[config.mk]
export PLATFORM = sky130hd
export DESIGN_NAME = profile_decimator
export DESIGN_NICKNAME = d
export VERILOG_FILES = /design/src/rtl/pd_pkg.sv /design/src/rtl/pd_absmag.sv /design/src/rtl/pd_seq.sv /design/src/rtl/pd_reduce.sv /design/src/rtl/profile_decimator.sv
export SDC_FILE = /design/constraint.sdc
export NUM_CORES = 1
export LEC_CHECK = 0
export BUFFER_PORTS_ARGS = -buffer_cell sky130_fd_sc_hd__buf_2
export CAP_MARGIN = 20
export CORE_ASPECT_RATIO = 2
export CORE_MARGIN = 2
export CORE_UTILIZATION = 52
export CTS_BUF_LIST = sky130_fd_sc_hd__clkbuf_4
export CTS_CLUSTER_DIAMETER = 30
export DETAILED_ROUTE_END_ITERATION = 7
export PLACE_DENSITY = 0.7
export SYNTH_ARGS = -nofsm -noshare
export SYNTH_HDL_FRONTEND = slang
export SYNTH_HIERARCHICAL = 1
export SYNTH_SLANG_ARGS = --single-unit
[constraint.sdc]
create_clock -name clk -period 8.7 [get_ports clk]
set_input_delay 0.87 -clock clk [delete_from_list [all_inputs] [get_ports clk]]
set_output_delay 0.87 -clock clk [all_outputs]
set_load 0.02 [all_outputs]
[src/rtl/pd_pkg.sv]
package pd_pkg;

   typedef enum logic [1:0] {
      ST_IDLE    = 2'd0,
      ST_PROCESS = 2'd1,
      ST_EMIT    = 2'd2,
      ST_DONE    = 2'd3
   } pd_state_e;

   typedef enum logic [1:0] {
      RED_FIRST = 2'b00,
      RED_PEAK  = 2'b01,
      RED_MEAN  = 2'b10,
      RED_PEAK2 = 2'b11
   } pd_mode_e;

   function automatic int unsigned pd_width(input int unsigned n);
      return (n > 1) ? $clog2(n) : 1;
   endfunction

endpackage

[src/rtl/pd_absmag.sv]
// |I| + |Q| magnitude estimate, one lane per component.
module pd_absmag #(
   parameter int W = 16
) (
   input  logic signed [W-1:0] smp_i,
   input  logic signed [W-1:0] smp_q,
   output logic        [W:0]   mag
);
   localparam int LANES = 2;

   logic signed [W-1:0] lane_v [LANES];
   logic        [W-1:0] lane_a [LANES];

   assign lane_v[0] = smp_i;
   assign lane_v[1] = smp_q;

   for (genvar k = 0; k < LANES; k++) begin : g_lane
      // -2^(W-1) negates to itself, which reads correctly as 2^(W-1) unsigned
      logic signed [W-1:0] neg_v;
      assign neg_v     = -lane_v[k];
      assign lane_a[k] = lane_v[k][W-1] ? neg_v : lane_v[k];
   end

   assign mag = {1'b0, lane_a[0]} + {1'b0, lane_a[1]};
endmodule

[src/rtl/pd_seq.sv]
// Per-chirp sequencer: skip counter, group member and group index.
module pd_seq
   import pd_pkg::*;
#(
   parameter int IN_BINS  = 1024,
   parameter int OUT_BINS = 64,
   parameter int FACTOR   = 16,
   localparam int SBW = pd_width(IN_BINS),
   localparam int MBW = pd_width(FACTOR),
   localparam int GBW = pd_width(OUT_BINS)
) (
   input  logic           clk,
   input  logic           rst_n,
   input  logic           in_valid,
   input  logic [1:0]     mode_in,
   input  logic [SBW-1:0] start_in,
   output logic           take,
   output logic           first,
   output logic           last,
   output logic [GBW-1:0] group,
   output pd_mode_e       mode_eff
);
   localparam logic [MBW-1:0] LAST_MEMBER = MBW'(FACTOR - 1);
   localparam logic [GBW-1:0] LAST_GROUP  = GBW'(OUT_BINS - 1);

   pd_state_e      state_q;
   logic [SBW-1:0] skip_q, start_q;
   logic [MBW-1:0] member_q;
   logic [GBW-1:0] group_q;
   pd_mode_e       mode_q;

   logic           idle, active, skipping, chirp_end;
   logic [SBW-1:0] skip_eff, start_eff;
   logic [MBW-1:0] member_eff;
   logic [GBW-1:0] group_eff;

   // In idle the counters read as zero and the live controls apply
   always_comb begin
      idle       = (state_q == ST_IDLE);
      active     = idle || (state_q == ST_PROCESS);
      skip_eff   = idle ? '0 : skip_q;
      start_eff  = idle ? start_in : start_q;
      member_eff = idle ? '0 : member_q;
      group_eff  = idle ? '0 : group_q;
      mode_eff   = idle ? pd_mode_e'(mode_in) : mode_q;
      skipping   = (skip_eff < start_eff);
      take       = in_valid && active && !skipping;
      first      = (member_eff == '0);
      last       = (member_eff == LAST_MEMBER);
      group      = group_eff;
      chirp_end  = take && last && (group_eff == LAST_GROUP);
   end

   always_ff @(posedge clk or negedge rst_n) begin
      if (!rst_n) begin
         state_q  <= ST_IDLE;
         skip_q   <= '0;
         start_q  <= '0;
         member_q <= '0;
         group_q  <= '0;
         mode_q   <= RED_FIRST;
      end else begin
         if (in_valid && active) begin
            skip_q   <= skipping ? skip_eff + 1'b1 : skip_eff;
            member_q <= !take ? member_eff : (last ? '0 : member_eff + 1'b1);
            group_q  <= (take && last) ? group_eff + 1'b1 : group_eff;
         end
         unique case (state_q)
            ST_IDLE: begin
               if (in_valid) begin
                  start_q <= start_in;
                  mode_q  <= pd_mode_e'(mode_in);
                  state_q <= chirp_end ? ST_EMIT : ST_PROCESS;
               end
            end
            ST_PROCESS: if (chirp_end) state_q <= ST_EMIT;
            ST_EMIT:    state_q <= ST_DONE;
            ST_DONE:    state_q <= ST_IDLE;
            default:    state_q <= ST_IDLE;
         endcase
      end
   end
endmodule

[src/rtl/pd_reduce.sv]
// Group reduction datapath: running pick, running sum, result mux.
module pd_reduce
   import pd_pkg::*;
#(
   parameter int W      = 16,
   parameter int FACTOR = 16,
   localparam int LOG2F = $clog2(FACTOR),
   localparam int SUMW  = W + LOG2F
) (
   input  logic                clk,
   input  logic                rst_n,
   input  logic                take,
   input  logic                first,
   input  pd_mode_e            mode,
   input  logic signed [W-1:0] in_i,
   input  logic signed [W-1:0] in_q,
   output logic signed [W-1:0] res_i,
   output logic signed [W-1:0] res_q
);
   logic        [W:0]   in_mag, held_mag;
   logic signed [W-1:0] held_i, held_q, pick_i, pick_q, mean_i, mean_q;
   logic                replace;

   pd_absmag #(.W(W)) u_mag (
      .smp_i (in_i),
      .smp_q (in_q),
      .mag   (in_mag)
   );

   // Strict compare keeps the earliest member on a tie
   always_comb begin
      if (mode == RED_FIRST) replace = first;
      else                   replace = first || (in_mag > held_mag);
      pick_i = replace ? in_i : held_i;
      pick_q = replace ? in_q : held_q;
   end

   always_ff @(posedge clk or negedge rst_n) begin
      if (!rst_n) begin
         held_i   <= '0;
         held_q   <= '0;
         held_mag <= '0;
      end else if (take && replace) begin
         held_i   <= in_i;
         held_q   <= in_q;
         held_mag <= in_mag;
      end
   end

   if (FACTOR == 1) begin : g_mean_pass
      assign mean_i = in_i;
      assign mean_q = in_q;
   end else begin : g_mean_acc
      logic signed [SUMW-1:0] ext_i, ext_q, sum_i, sum_q, nx_i, nx_q, sh_i, sh_q;
      assign ext_i = {{LOG2F{in_i[W-1]}}, in_i};
      assign ext_q = {{LOG2F{in_q[W-1]}}, in_q};
      assign nx_i  = first ? ext_i : sum_i + ext_i;
      assign nx_q  = first ? ext_q : sum_q + ext_q;
      assign sh_i  = nx_i >>> LOG2F;
      assign sh_q  = nx_q >>> LOG2F;
      assign mean_i = sh_i[W-1:0];
      assign mean_q = sh_q[W-1:0];
      always_ff @(posedge clk or negedge rst_n) begin
         if (!rst_n) begin
            sum_i <= '0;
            sum_q <= '0;
         end else if (take) begin
            sum_i <= nx_i;
            sum_q <= nx_q;
         end
      end
   end

   assign res_i = (mode == RED_MEAN) ? mean_i : pick_i;
   assign res_q = (mode == RED_MEAN) ? mean_q : pick_q;
endmodule

[src/rtl/profile_decimator.sv]
module profile_decimator
   import pd_pkg::*;
#(
   parameter int W        = 16,
   parameter int IN_BINS  = 1024,
   parameter int OUT_BINS = 64,
   parameter int FACTOR   = 16,
   localparam int SBW = pd_width(IN_BINS),
   localparam int GBW = pd_width(OUT_BINS)
) (
   input  logic                clk,
   input  logic                rst_n,
   input  logic                in_valid,
   input  logic signed [W-1:0] in_i,
   input  logic signed [W-1:0] in_q,
   input  logic [1:0]          mode_sel,
   input  logic [SBW-1:0]      start_bin,
   output logic                out_valid,
   output logic signed [W-1:0] out_i,
   output logic signed [W-1:0] out_q,
   output logic [GBW-1:0]      out_bin
);
   if (IN_BINS != OUT_BINS * FACTOR) begin : g_bad_ratio
      $error("profile_decimator: IN_BINS must equal OUT_BINS * FACTOR");
   end
   if ((FACTOR & (FACTOR - 1)) != 0) begin : g_bad_factor
      $error("profile_decimator: FACTOR must be a power of two");
   end
   if (W < 2) begin : g_bad_width
      $error("profile_decimator: W must be at least 2");
   end

   logic                take, first, last;
   logic [GBW-1:0]      group;
   pd_mode_e            mode_eff;
   logic signed [W-1:0] res_i, res_q;

   pd_seq #(
      .IN_BINS  (IN_BINS),
      .OUT_BINS (OUT_BINS),
      .FACTOR   (FACTOR)
   ) u_seq (
      .clk      (clk),
      .rst_n    (rst_n),
      .in_valid (in_valid),
      .mode_in  (mode_sel),
      .start_in (start_bin),
      .take     (take),
      .first    (first),
      .last     (last),
      .group    (group),
      .mode_eff (mode_eff)
   );

   pd_reduce #(
      .W      (W),
      .FACTOR (FACTOR)
   ) u_red (
      .clk   (clk),
      .rst_n (rst_n),
      .take  (take),
      .first (first),
      .mode  (mode_eff),
      .in_i  (in_i),
      .in_q  (in_q),
      .res_i (res_i),
      .res_q (res_q)
   );

   always_ff @(posedge clk or negedge rst_n) begin
      if (!rst_n) begin
         out_valid <= 1'b0;
         out_i     <= '0;
         out_q     <= '0;
         out_bin   <= '0;
      end else begin
         out_valid <= take && last;
         if (take && last) begin
            out_i   <= res_i;
            out_q   <= res_q;
            out_bin <= group;
         end
      end
   end
endmodule

After elaboration in Yosys (flattened, before gate mapping)
Index checks and enable logic that the tools add are counted.

word-level totals
  bits in registers = 162
  bits in latches = 0
  bits in writable memories = 0
  memory bits (read-only) = 0
  bits of input ports = 47
  output and inout port bits = 39
  word-level logic and storage cells = 68
  memories = 0

cells by class
  $add $sub $neg = 8
  $mul = 0
  div/mod/pow operators = 0
  magnitude comparators = 2
  eq/ne operators = 8
  shift operators = 0
  multiplexer cells = 22
  bitwise gates (word level) = 0
  reductions and logical operators = 13

operators with widths
  kind                   number
  $mux 16                6
  $add 20x16->20         2
  $mux 20                2
  $neg 16->16            2
  $mux 10                3
  $add 16x16->17         1
  $gt 17x17->1           1
  $mux 4                 3
  $mux 6                 2
  $add 10x1->10 const B  1
  $lt 10x10->1           1
  $mux 2                 4
  $pmux 2 s4             1
  $add 6x1->6 const B    1
  $eq 2x2->1 const B     3
  $eq 6x6->1 const B     1
  $logic_and 1x1->1      5
  $add 4x1->4 const B    1
  $eq 4x4->1 const B     1
  $logic_not 2->1        2
  $logic_not 4->1        1
  $reduce_and 2->1       2
  $eq 2x1->1 const B     1
  $logic_or 1x1->1       2
  4 further kinds        4

Longest topological paths before layout
Gate-level depths: netlist (run 1).

  word-level depth = 10
  depth in mapped cells = 24
  mapped depth without buffers = 23

Cells and area by module
Netlist (run 1), hierarchy kept.

by module, submodules not included
  module             times used  cells an instance  area each (µm²)  seq. area each (µm²)
  pd_reduce          1           745                6892.9           2227.1
  pd_seq             1           216                2144.6           850.8
  profile_decimator  1           83                 1477.7           975.9
  pd_absmag          1           185                1367.6           0.0

Worst setup path before layout (run 1)
OpenSTA, ideal clock, no wires.

  kind = input to register
  start = input in_q[2]
  end = register out_q[10]
  setup time = 0.125 ns
  data arrival time = 5.622 ns
  data required time = 8.575 ns
  path slack = 2.953 ns
  cell stages on the path = 22
  path buffers = 1
  cell sequence = or3_4 > or3_4 > nand2b_4 > o41ai_4 > xnor2_1 > ha_1 > a21o_1 > a31o_2 > a21oi_1 > o211ai_1 > xor2_1 > ha_1 > nand4_1 > or4_1 > a31o_1 > a31o_4 > nand2_4 > buf_4 > mux2_2 > nand2_1 > o21ai_0 > mux2_4

on the way
  longest elaborated chain between the ends = 8
  elaborated cells on any way between the ends = 10
  classes of those cells = add/sub: 3; order compare: 1; mux: 5; reduce/logical: 1

ends and longest elaborated chain
  element                     line                     source
  from (decl)                 profile_decimator.sv:15  input logic signed [W-1:0] in_q,
  $neg 16->16                 pd_absmag.sv:20          assign neg_v = -lane_v[k];
  $mux 16 *                   pd_absmag.sv:21          assign lane_a[k] = lane_v[k][W-1] ? neg_v : lane_v[k];
  $add 16x16->17 *            pd_absmag.sv:24          assign mag = {1'b0, lane_a[0]} + {1'b0, lane_a[1]};
  named net u_red.in_mag[15]  pd_reduce.sv:20          logic [W:0] in_mag, held_mag;
  $gt 17x17->1 *              pd_reduce.sv:33          else replace = first || (in_mag > held_mag);
  $logic_or 1x1->1 *          pd_reduce.sv:33
  $mux 1 *                    pd_reduce.sv:32          if (mode == RED_FIRST) replace = first;
  $mux 16 *                   pd_reduce.sv:35          pick_q = replace ? in_q : held_q;
  $mux 16 *                   pd_reduce.sv:75          assign res_q = (mode == RED_MEAN) ? mean_q : pick_q;
  named net res_q[10]         profile_decimator.sv:36  logic signed [W-1:0] res_i, res_q;
  to (signal assigned)        profile_decimator.sv:80  out_q <= res_q;
  to (decl)                   profile_decimator.sv:20  output logic signed [W-1:0] out_q,

The timed path passes the listed nets; every way through them passes the cells marked *.
A chain may end at the register's enable or synchronous reset.

Worst setup path after layout (run 1)
  start = input in_q[2]
  end = register u_red.held_mag[10]

on the way
  longest elaborated chain between the ends = 7

ends and longest elaborated chain
  element                     line             source
  $neg 16->16                 pd_absmag.sv:20
  $mux 16 *                   pd_absmag.sv:21
  $add 16x16->17 *            pd_absmag.sv:24
  named net u_red.in_mag[14]  pd_reduce.sv:20
  $gt 17x17->1 *              pd_reduce.sv:33
  $logic_or 1x1->1 *          pd_reduce.sv:33
  $mux 1 *                    pd_reduce.sv:32
  $logic_and 1x1->1 *         pd_reduce.sv:43  end else if (take && replace) begin
  to (signal assigned)        pd_reduce.sv:46  held_mag <= in_mag;
  to (decl)                   pd_reduce.sv:20

Marked as above.

==> impl_metrics.ini, run 1 <==
[yosys]
syn_area_per_cell_sq_um = 9.67
synthArstFlopShare = 1.00
ys_seq_area_frac = 0.341
synthCells = 1229
synth_ff_type = dfrtp_1
ys_ff_latch = 162
synth_area_sq_mm = 0.0119
synth_fp_nets = 1367
yosysWarnings = 6
yosysUniqueCellTypes = 79
synth_edf_count = 0

[floorplan]
die_width_microns = 111
io_pins = 86
initial_core_util = 0.527
rows = 78
core_area_sq_mm = 0.0225
die_h_microns = 218
die_area_sq_mm = 0.0241

[setup_path]
max_stage_delay_ns = 0.62
start_kind = input pin
required_ns = 9.23
crit_type = in -> reg
worst-path-buf-inv = 1
r2r_slack_ns = 4.03
worst_ep_arrival_time_ns = 7.04
end_kind = register
reg2reg_depth = 14
crit_fanout = 50
crit_chain = buf_2, or3_4, or3_4, nand2b_4, o21ai_0, xnor2_1, ha_1, nand3_1, a2111oi_2, nor4_1, a211oi_1, ha_1, nand4_1, or4_1, a31o_1, a31o_4, nand2_4, nand2_4, mux2_4
cp_slowest_cell = nand2_4
timing.rr.end = u_red/held_mag[10]
cp_top_family = simple AND/OR/NAND/NOR gates
crit-reg2reg-launch = u_seq/state_q[1]

[pwr]
power_mw = 3.93
power_density_mw_per_mm2 = 306
peakVddDrop_mv = 0.180
p_leak_nw = 6.01

[min_path]
hp-class = in -> async

[sta]
finalSetupTns_ns = 0
setup_ws_ns = 2.19
slew_violations = 0
finalHoldViolCount = 0
timing.final.crit_share = 0.749
final.setup_skew_ns = 0.0272
fmax_mhz = 154
finalSetupViolations = 0
worst_slew_pin_slew_ns = 0.989
rsz0062_at_grt = no
finalCriticalPeriod_ns = 6.51
slew_headroom = 0.341

[job]
max_cap_viol_count = 0

[finish]
fillerInstances = 2006
drive_above_1_share = 0.209
multi_input_area_sq_mm = 0.00733
nets = 1428
syn_to_final_growth_pct = 7.87
ff_latch_area_sq_mm = 0.00405
fin_util = 0.569

[routing]
wl_microns = 31300
vias_per_cell = 6.06
drt_iter0_drc = 526
ant_nets = 0
drc = 0
wl_per_cell_microns = 19.7
firstDrtPassIters = 5
num_vias = 9599

[global_routing]
grt_max_degree = 87
grt_pass1_wl_microns = 50000
antenna_found_initial = 1
grtUsageTotal = 0.263
grt_pass1_vias = 9844
overflow = 0

[clock_tree]
clockBufferDepth = 2
ctsResizeCount = 0
hold_buffers = 0
clk_pin_slew_ns = 0.14
clkLatencyLatePin_ns = 0.65
post_cts_buffers = 0
numCtsBuffers = 17
cts_root_buffer = clkbuf_4
htree_levels = 4
cts_tree = done
cts.sinks = 162

[placed_design]
pre_cts_slack_ns = 1.53
gp_congestion = 0.979
port_buffers = 85
dp.final_hpwl_microns = 23200

[status]
status = finished, final reports clean
-- how the worst max path moves through the flow --
| stage | from | depth (start not counted) | slack [ns] | endpoint |
|---|---|---|---|---|
| after CTS | in_q[2] | 19 | 2.22 | u_red/held_i[5] |
| after floorplan | in_q[2] | 22 | 2.95 | out_q[10] |
| final | in_q[2] | 19 | 2.19 | u_red/held_mag[10] |
| after detailed placement | in_q[2] | 19 | 1.53 | u_red/held_i[5] |
| after global placement | in_q[2] | 19 | 1.72 | u_red/held_mag[6] |
| after global routing | in_q[2] | 19 | 1.95 | u_red/held_mag[10] |
-- final cells by class --
class / count / share of cell area
multi-input cells: 957 / 0.572
repair buffers: 99 / 0.0444
inverters: 53 / 0.0155
well taps: 280 / 0.0273
clock buffers: 17 / 0.00996
diodes: 1 / 0.000195
clock inverters: 15 / 0.0142
flip-flops and latches: 162 / 0.316
-- flip-flops by register name (all words and copies together), names as in the netlist, 16 cells and up --
name and count:
out_i 16, u_red/g_mean_acc.sum_i 20, out_q 16, u_red/g_mean_acc.sum_q 20
u_red/held_i 16, u_red/held_mag 17, u_red/held_q 16
-- metrics by stage --
stage	hold slack (ns)	std cells	area, sq um
after floorplan	0.454	1229	11900
after global placement	0.466	1549	12500
after detailed placement	0.473	1549	12500
after CTS	0.260	1581	12800
after global routing	0.305	1584	12800
final	0.237	1584	12800
-- cells by family after synthesis --
group | synth area share
simple gates | 0.145
compound gates | 0.167
flops | 0.341
mux | 0.145
buf+inv | 0.0433
fa+ha+maj | 0.0977
xor+xnor | 0.0612
-- power by group --
group / leakage, nW / switching, mW / total [mW] / internal, mW
clock network: 0.168 / 0.298 / 0.500 / 0.202
logic: 3.82 / 1.21 / 2.21 / 1.01
registers: 2.02 / 0.176 / 1.21 / 1.04
total: 6.01 / 1.68 / 3.93 / 2.25
-- per-layer routing --
metal  track usage  vias to the layer above  part of all wire
li1              -                     4574                 -
met1         0.266                     4661              0.37
met2         0.485                      262              0.52
met3        0.0286                      102             0.030
met4         0.208                        0             0.075
met5             0                        -                 0
-- layout by cell type (no fill, tap or decap), types with 4 or more instances in the layout --
cell type  netlist  routed
clkbuf_4         0      17
nand2_1        102     101
buf_4            1      12
o21ai_0         67      66
mux2_2          54      54
a31oi_1         12      12
o31ai_1          8       8
dfrtp_1        162     162
nor2_1          77      76
nand4_1         16      16
o221ai_1         4       4
nand3_1         27      27
o21ai_1          3       4
nor3_1          23      23
a21boi_0         4       4
a21oi_1         92      92
and2_1          15      15
inv_1           53      53
xor2_1          23      23
a211oi_1        24      24
xnor2_1         60      60
or3_1            7       7
a21o_1          17      17
nand2b_1         9       9
ha_1            88      88
a31o_2           4       4
mux2i_1         26      26
buf_2            5      84
clkinv_2         0       4
o22ai_1          6       6
o21a_1           9       8
and3_1           9       9
a32o_1           4       4
o211ai_1        11      11
mux2_4          57      57
o41ai_1          5       5
clkinv_4         0       4
nor2b_1         25      24
nor4_1           4       4
-- cell usage after synthesis (all sizes together) (4+ instances only) --
master / n / area, sq um
xnor2: 60 / 526
or2: 4 / 25.0
nor4: 7 / 62.6
o22ai: 6 / 37.5
a31oi: 12 / 75.1
xor2: 23 / 201
o21ai: 70 / 350
o31ai: 8 / 60.1
o221ai: 4 / 35.0
a21oi: 92 / 460
a31o: 6 / 61.3
dfrtp: 162 / 4050
nand3: 27 / 135
nor3: 26 / 145
mux2: 111 / 1460
nor2b: 25 / 156
inv: 53 / 199
and2: 15 / 93.8
a211oi: 24 / 180
nand2: 104 / 405
nand4: 16 / 100
nand2b: 10 / 70.1
and3: 9 / 56.3
mux2i: 26 / 260
clkbuf: 32 / 121
a32o: 4 / 40.0
a21boi: 4 / 30.0
o21a: 9 / 67.6
o211ai: 11 / 82.6
or3: 10 / 77.6
nor2: 77 / 289
buf: 25 / 194
ha: 88 / 1100
a21o: 17 / 128
o41ai: 7 / 87.6
Note: power is estimated with default switching activity, not from simulation.
==> inputs of run 2 (changes only) <==
ABC_AREA = 1   (was default)
PLACE_DENSITY = 0.73   (was 0.7)
clock period = 5.81 ns   (was 8.7 ns; I/O delays follow)
==> impl_metrics.ini, run 2 <==
[pwr]
power_mw = 5.30
peakVddDrop_mv = 0.183
power_density_mw_per_mm2 = 381
p_leak_nw = 7.96

[setup_path]
cp_top_family = simple AND/OR/NAND/NOR gates
end_kind = register
cp_slowest_cell = buf_4
crit_cells = 29
start_kind = input pin
critPathCapture = u_red/held_q[1]
r2r_slack_ns = 1.86
crit-reg2reg-launch = u_seq/state_q[0]
cp-startpoint = in_q[1]
crit_type = in -> reg
cpMostUsedCell = nand2_1
reg2reg_depth = 18
worst_ep_arrival_time_ns = 4.77
worst-path-buf-inv = 4
timing.rr.end = u_red/held_q[1]
required_ns = 6.36
max_stage_delay_ns = 0.44
crit_fanout = 48

[sta]
fmax_mhz = 237
timing.final.crit_share = 0.727
slew_violations = 0
final.setup_skew_ns = 0.0328
finalCriticalPeriod_ns = 4.23
rsz0062_at_grt = no
finalSetupTns_ns = 0
worst_slew_pin_slew_ns = 1.12
finalSetupViolations = 0
finalHoldViolCount = 0
slew_headroom = 0.254

[floorplan]
io_pins = 86
core_area_sq_mm = 0.0244
rows = 81
die_width_microns = 116
die_area_sq_mm = 0.0263
die_h_microns = 227
initial_core_util = 0.530

[clock_tree]
cts.sinks = 162
clk_pin_slew_ns = 0.14
clockBufferDepth = 2
cts_tree = done
clkLatencyLatePin_ns = 0.63
post_cts_buffers = 0
numCtsBuffers = 17
htree_levels = 4
cts_root_buffer = clkbuf_4

[yosys]
yosysUniqueCellTypes = 46
ys_ff_latch = 162
synth.top_cell.area_share = 0.313
synth_common_cells = nand2_1 (747), inv_1 (237), nand3_1 (207)
synth_area_sq_mm = 0.0130
yosysWarnings = 6
ys_seq_area_frac = 0.313
synthCells = 1961
syn_area_per_cell_sq_um = 6.61
synth_ff_type = dfrtp_1
synthArstFlopShare = 1.00
yosysMostFrequentCell = nand2_1
yosysTopAreaCell = dfrtp_1
synth_edf_count = 0
synthTopCellsByArea = dfrtp_1 (31%), nand2_1 (22%), ha_1 (8.5%), nand3_1 (8.0%), inv_1 (6.9%)
synth_fp_nets = 2099

[placed_design]
gp_congestion = 0.978
port_buffers = 85
dpl_cell_area_sq_mm = 0.0136
dpl.cell_count = 2331
dp.final_hpwl_microns = 29400

[finish]
fillerInstances = 2467
nets = 2157
instances_no_fill = 2364
drive_above_1_share = 0.101
fin_util = 0.569
syn_to_final_growth_pct = 7.31
mostFrequentLayoutCells = nand2_1 (747), inv_1 (237), nand3_1 (207), dfrtp_1 (162), nor2_1 (96)
layout_commonest_cell = nand2_1
design_area_sq_mm = 0.0139
reg_top3 = u_red/g_mean_acc.sum_i: 20 flops, u_red/g_mean_acc.sum_q: 20 flops, u_red/held_mag: 17 flops

[min_path]
hp-class = in -> reg

[global_routing]
grtUsageTotal = 0.303
grt_pass1_wl_microns = 62000
antenna_found_initial = 1
grt_max_degree = 98
overflow = 0
grt_pass1_vias = 12616

[job]
max_cap_viol_count = 0

[status]
status = finished, final reports clean

[routing]
wl_microns = 38400
ant_nets = 0
drc = 0
firstDrtPassIters = 5
num_vias = 12691
drt_iter0_drc = 836
wl_per_cell_microns = 16.3
vias_per_cell = 5.37
==> run 2: layout make-up <==
cell class / count / area, sq um / area share
Tap cell: 332 / 415 / 0.0299
Inverter: 249 / 945 / 0.0680
Sequential cell: 162 / 4050 / 0.292
Clock inverter: 13 / 151 / 0.0109
Timing Repair Buffer: 107 / 599 / 0.0431
Clock buffer: 18 / 135 / 0.00972
Multi-Input combinational cell: 1482 / 7600 / 0.547
Antenna cell: 1 / 2.50 / 0.000180
==> run 2: timing repair <==
| item | in CTS | in global routing |
|---|---|---|
| hold buffers | 1 | 0 |
| resized for setup | 0 | 0 |
| hold endpoints to repair | 23 | 0 |
==> run 2: cell families after synthesis <==
| family | count (synthesis) | synth area share |
|---|---|---|
| simple gates | 1162 | 0.390 |
| buf+inv | 317 | 0.101 |
| compound gates | 181 | 0.0726 |
| flops | 162 | 0.313 |
| fa+ha+maj | 91 | 0.0896 |
| xor+xnor | 48 | 0.0336 |
==> run 2: stage by stage <==
step	setup slack [ns]	hold WS, ns
CTS	1.65	0.171
global placement	1.07	0.451
global route	1.25	0.192
floorplan	2.11	0.285
finish	1.58	0.221
detailed placement	1.03	0.458
==> run 2: power breakdown <==
group	total [mW]	internal [mW]	leakage, nW	switching (mW)
clock network	0.712	0.266	0.149	0.446
registers	1.57	1.40	2.19	0.163
logic	3.02	0.993	5.62	2.03
==> run 2: worst min path at each step <==
| stage | start | endpoint | depth (start not counted) |
|---|---|---|---|
| floorplan | rst_n | out_bin[0] | 0 |
| global placement | out_q[1] | out_q[1] | 2 |
| detailed placement | out_q[10] | out_q[10] | 2 |
| CTS | start_bin[0] | u_seq/start_q[0] | 3 |
| global route | start_bin[0] | u_seq/start_q[0] | 3 |
| finish | start_bin[9] | u_seq/start_q[9] | 3 |
==> run 2: routing by layer <==
layer,track usage,up-vias,share of wire,wire [microns]
met5,0,-,0,0
met3,0.0343,118,0.033,1280
met2,0.555,356,0.53,20400
li1,-,6317,-,-
met1,0.318,5900,0.37,14100
met4,0.203,0,0.069,2650
==> run 2: tightest hold or removal path, delay by kind of cell <==
kind                   cells  cell delay [ns]
AOI/OAI and AO/OA          1             0.08
buffers and inverters      2             0.14
==> inputs of run 3 (changes only) <==
ABC_AREA = 0   (was 1)
clock period = 3.4 ns   (was 5.81 ns; I/O delays follow)
==> impl_metrics.ini, run 3 (synthesized netlist as in run 1, its figures left out) <==
[routing]
wl_microns = 36100
vias_per_cell = 6.09
drt_iter0_drc = 580
ant_nets = 0
num_vias = 10641
drc = 0
firstDrtPassIters = 5
wl_per_cell_microns = 20.7

[clock_tree]
numCtsBuffers = 17
clockBufferDepth = 2
clkLatencyLatePin_ns = 0.64
cts_tree = done
cts_root_buffer = clkbuf_4
htree_levels = 4
clk_pin_slew_ns = 0.15
cts.sinks = 162

[global_routing]
grt_pass1_wl_microns = 54800
overflow = 0
grt_pass1_vias = 10844
grtUsageTotal = 0.289
grt_max_degree = 96
antenna_found_initial = 1

[sta]
slew_violations = 0
finalSetupViolations = 81
worst_slew_pin_slew_ns = 0.760
final.setup_skew_ns = 0.0262
fmax_mhz = 211
setup_ws_ns = -1.35
finalCriticalPeriod_ns = 4.75
rsz0062_at_grt = yes
slew_headroom = 0.492
finalHoldViolCount = 0
timing.final.crit_share = 1.40

[status]
violations = negative setup slack
status = finished with violations

[floorplan]
core_area_sq_mm = 0.0225
die_area_sq_mm = 0.0241
die_width_microns = 111
initial_core_util = 0.527
rows = 78
die_h_microns = 218
io_pins = 86

[finish]
drive_above_1_share = 0.327
nets = 1592
design_area_sq_mm = 0.0147
syn_to_final_growth_pct = 23.3
fillerInstances = 1795
layout_commonest_cell = dfrtp_1
mostFrequentLayoutCells = dfrtp_1 (162), buf_4 (143), nand2_1 (99), ha_1 (88), a21oi_1 (83)
reg_top3 = u_red/g_mean_acc.sum_i: 20 flops, u_red/g_mean_acc.sum_q: 20 flops, u_red/held_mag: 17 flops

[pwr]
peakVddDrop_mv = 0.487
p_leak_nw = 6.98
power_mw = 11.0
power_density_mw_per_mm2 = 751

[placed_design]
dpl_cell_area_sq_mm = 0.0136
gp_congestion = 0.985
dp.final_hpwl_microns = 25900
port_buffers = 85

[job]
max_cap_viol_count = 0

[min_path]
hp-class = in -> reg

[setup_path]
required_ns = 3.95
crit_fanout = 4
start_kind = input pin
worst_ep_arrival_time_ns = 5.29
crit_type = in -> reg
end_kind = register
run 3: cell count changes in the layout (fill, tap and decap cells not counted), sizes merged, moves of 23 or more:
cell / delta
nand2: -663
inv: -199
nand3: -186
buf: +138
mux2: +111
xnor2: +44
nor2: -33
o21ai: -33
a21oi: +29
nand3b: -27
mux2i: +26
nor2b: +25
a211oi: +23
run 3: what timing repair did:
item	4_1_cts	5_1_grt
pin swaps	12	21
setup buffers	2	4
cloned	0	8
setup endpoints to repair	81	85
hold buffers	13	0
resized for setup	39	56
endpoints found under the hold margin	86	0
run 3: power by group:
part | internal, mW | switching [mW]
combinational | 3.24 | 3.41
clock | 0.448 | 0.752
sequential | 2.65 | 0.498
total | 6.34 | 4.66
run 3: worst paths after layout:
| kind | start | endpoint | slack (ns) | depth (start not counted) |
|---|---|---|---|---|
| setup / recovery | in_q[4] | out_i[15] | -1.35 | 23 |
| hold / removal | in_q[5] | u_red/held_q[5] | 0.1 | 3 |
| setup reg to reg | u_red/g_mean_acc.sum_q[0] | out_q[14] | 0.13 | 12 |
| hold reg to reg | u_red/g_mean_acc.sum_i[3] | u_red/g_mean_acc.sum_i[3] | 0.50 | 1 |
| max in group asynchronous | rst_n | u_red/held_q[1] | 2.37 | 3 |
| min in group asynchronous | rst_n | u_red/held_mag[0] | 0.13 | 2 |
run 3: final cells by class:
class                           count  area (sq um)  area share
Antenna cell                        1          2.50    0.000171
Clock buffer                       19           143     0.00974
Clock inverter                     13           136     0.00931
Inverter                           53           199      0.0136
Multi-Input combinational cell    958          7720       0.527
Sequential cell                   162          4050       0.277
Tap cell                          280           350      0.0239
Timing Repair Buffer              262          2040       0.140
run 3: per-layer routing:
layer | part of all wire | GRT usage | routed length [microns] | vias to the layer above
met3 | 0.042 | 0.0475 | 1510 | 172
met5 | 0 | 0 | 0 | -
met1 | 0.35 | 0.286 | 12700 | 5200
li1 | - | - | - | 4906
met2 | 0.52 | 0.528 | 18800 | 363
met4 | 0.087 | 0.227 | 3150 | 0
run 3: worst max-delay path: stages:
cell and delay, ns:
buf_6 0.10, or3_4 0.40, or3_4 0.39, nand2b_4 0.17
o41ai_4 0.21, xnor2_1 0.16, ha_1 0.28, a21o_1 0.20
a31o_2 0.22, a21oi_2 0.13, o211ai_1 0.11, xor2_1 0.17
ha_1 0.31, nand4_1 0.13, or4_4 0.50, a31o_1 0.21
a31o_4 0.30, buf_6 0.13, a21o_1 0.19, or2_4 0.23
o311ai_2 0.06, a31oi_1 0.07, mux2_4 0.29
run 3: through the flow:
| step | setup TNS [ns] | worst slack, ns | instances | util | hold WS, ns |
|---|---|---|---|---|---|
| floorplan | -121.36 | -1.74 | 1229 | - | 0.0444 |
| global route | -111.48 | -1.44 | 1748 | 0.650 | 0.0555 |
| finish | -104.58 | -1.35 | 1748 | 0.650 | 0.0972 |
| CTS | -94.63 | -1.23 | 1735 | 0.630 | 0.0381 |
| global placement | -167.74 | -2.15 | 1689 | 0.605 | 0.241 |
| detailed placement | -171.48 | -2.21 | 1689 | 0.605 | 0.241 |
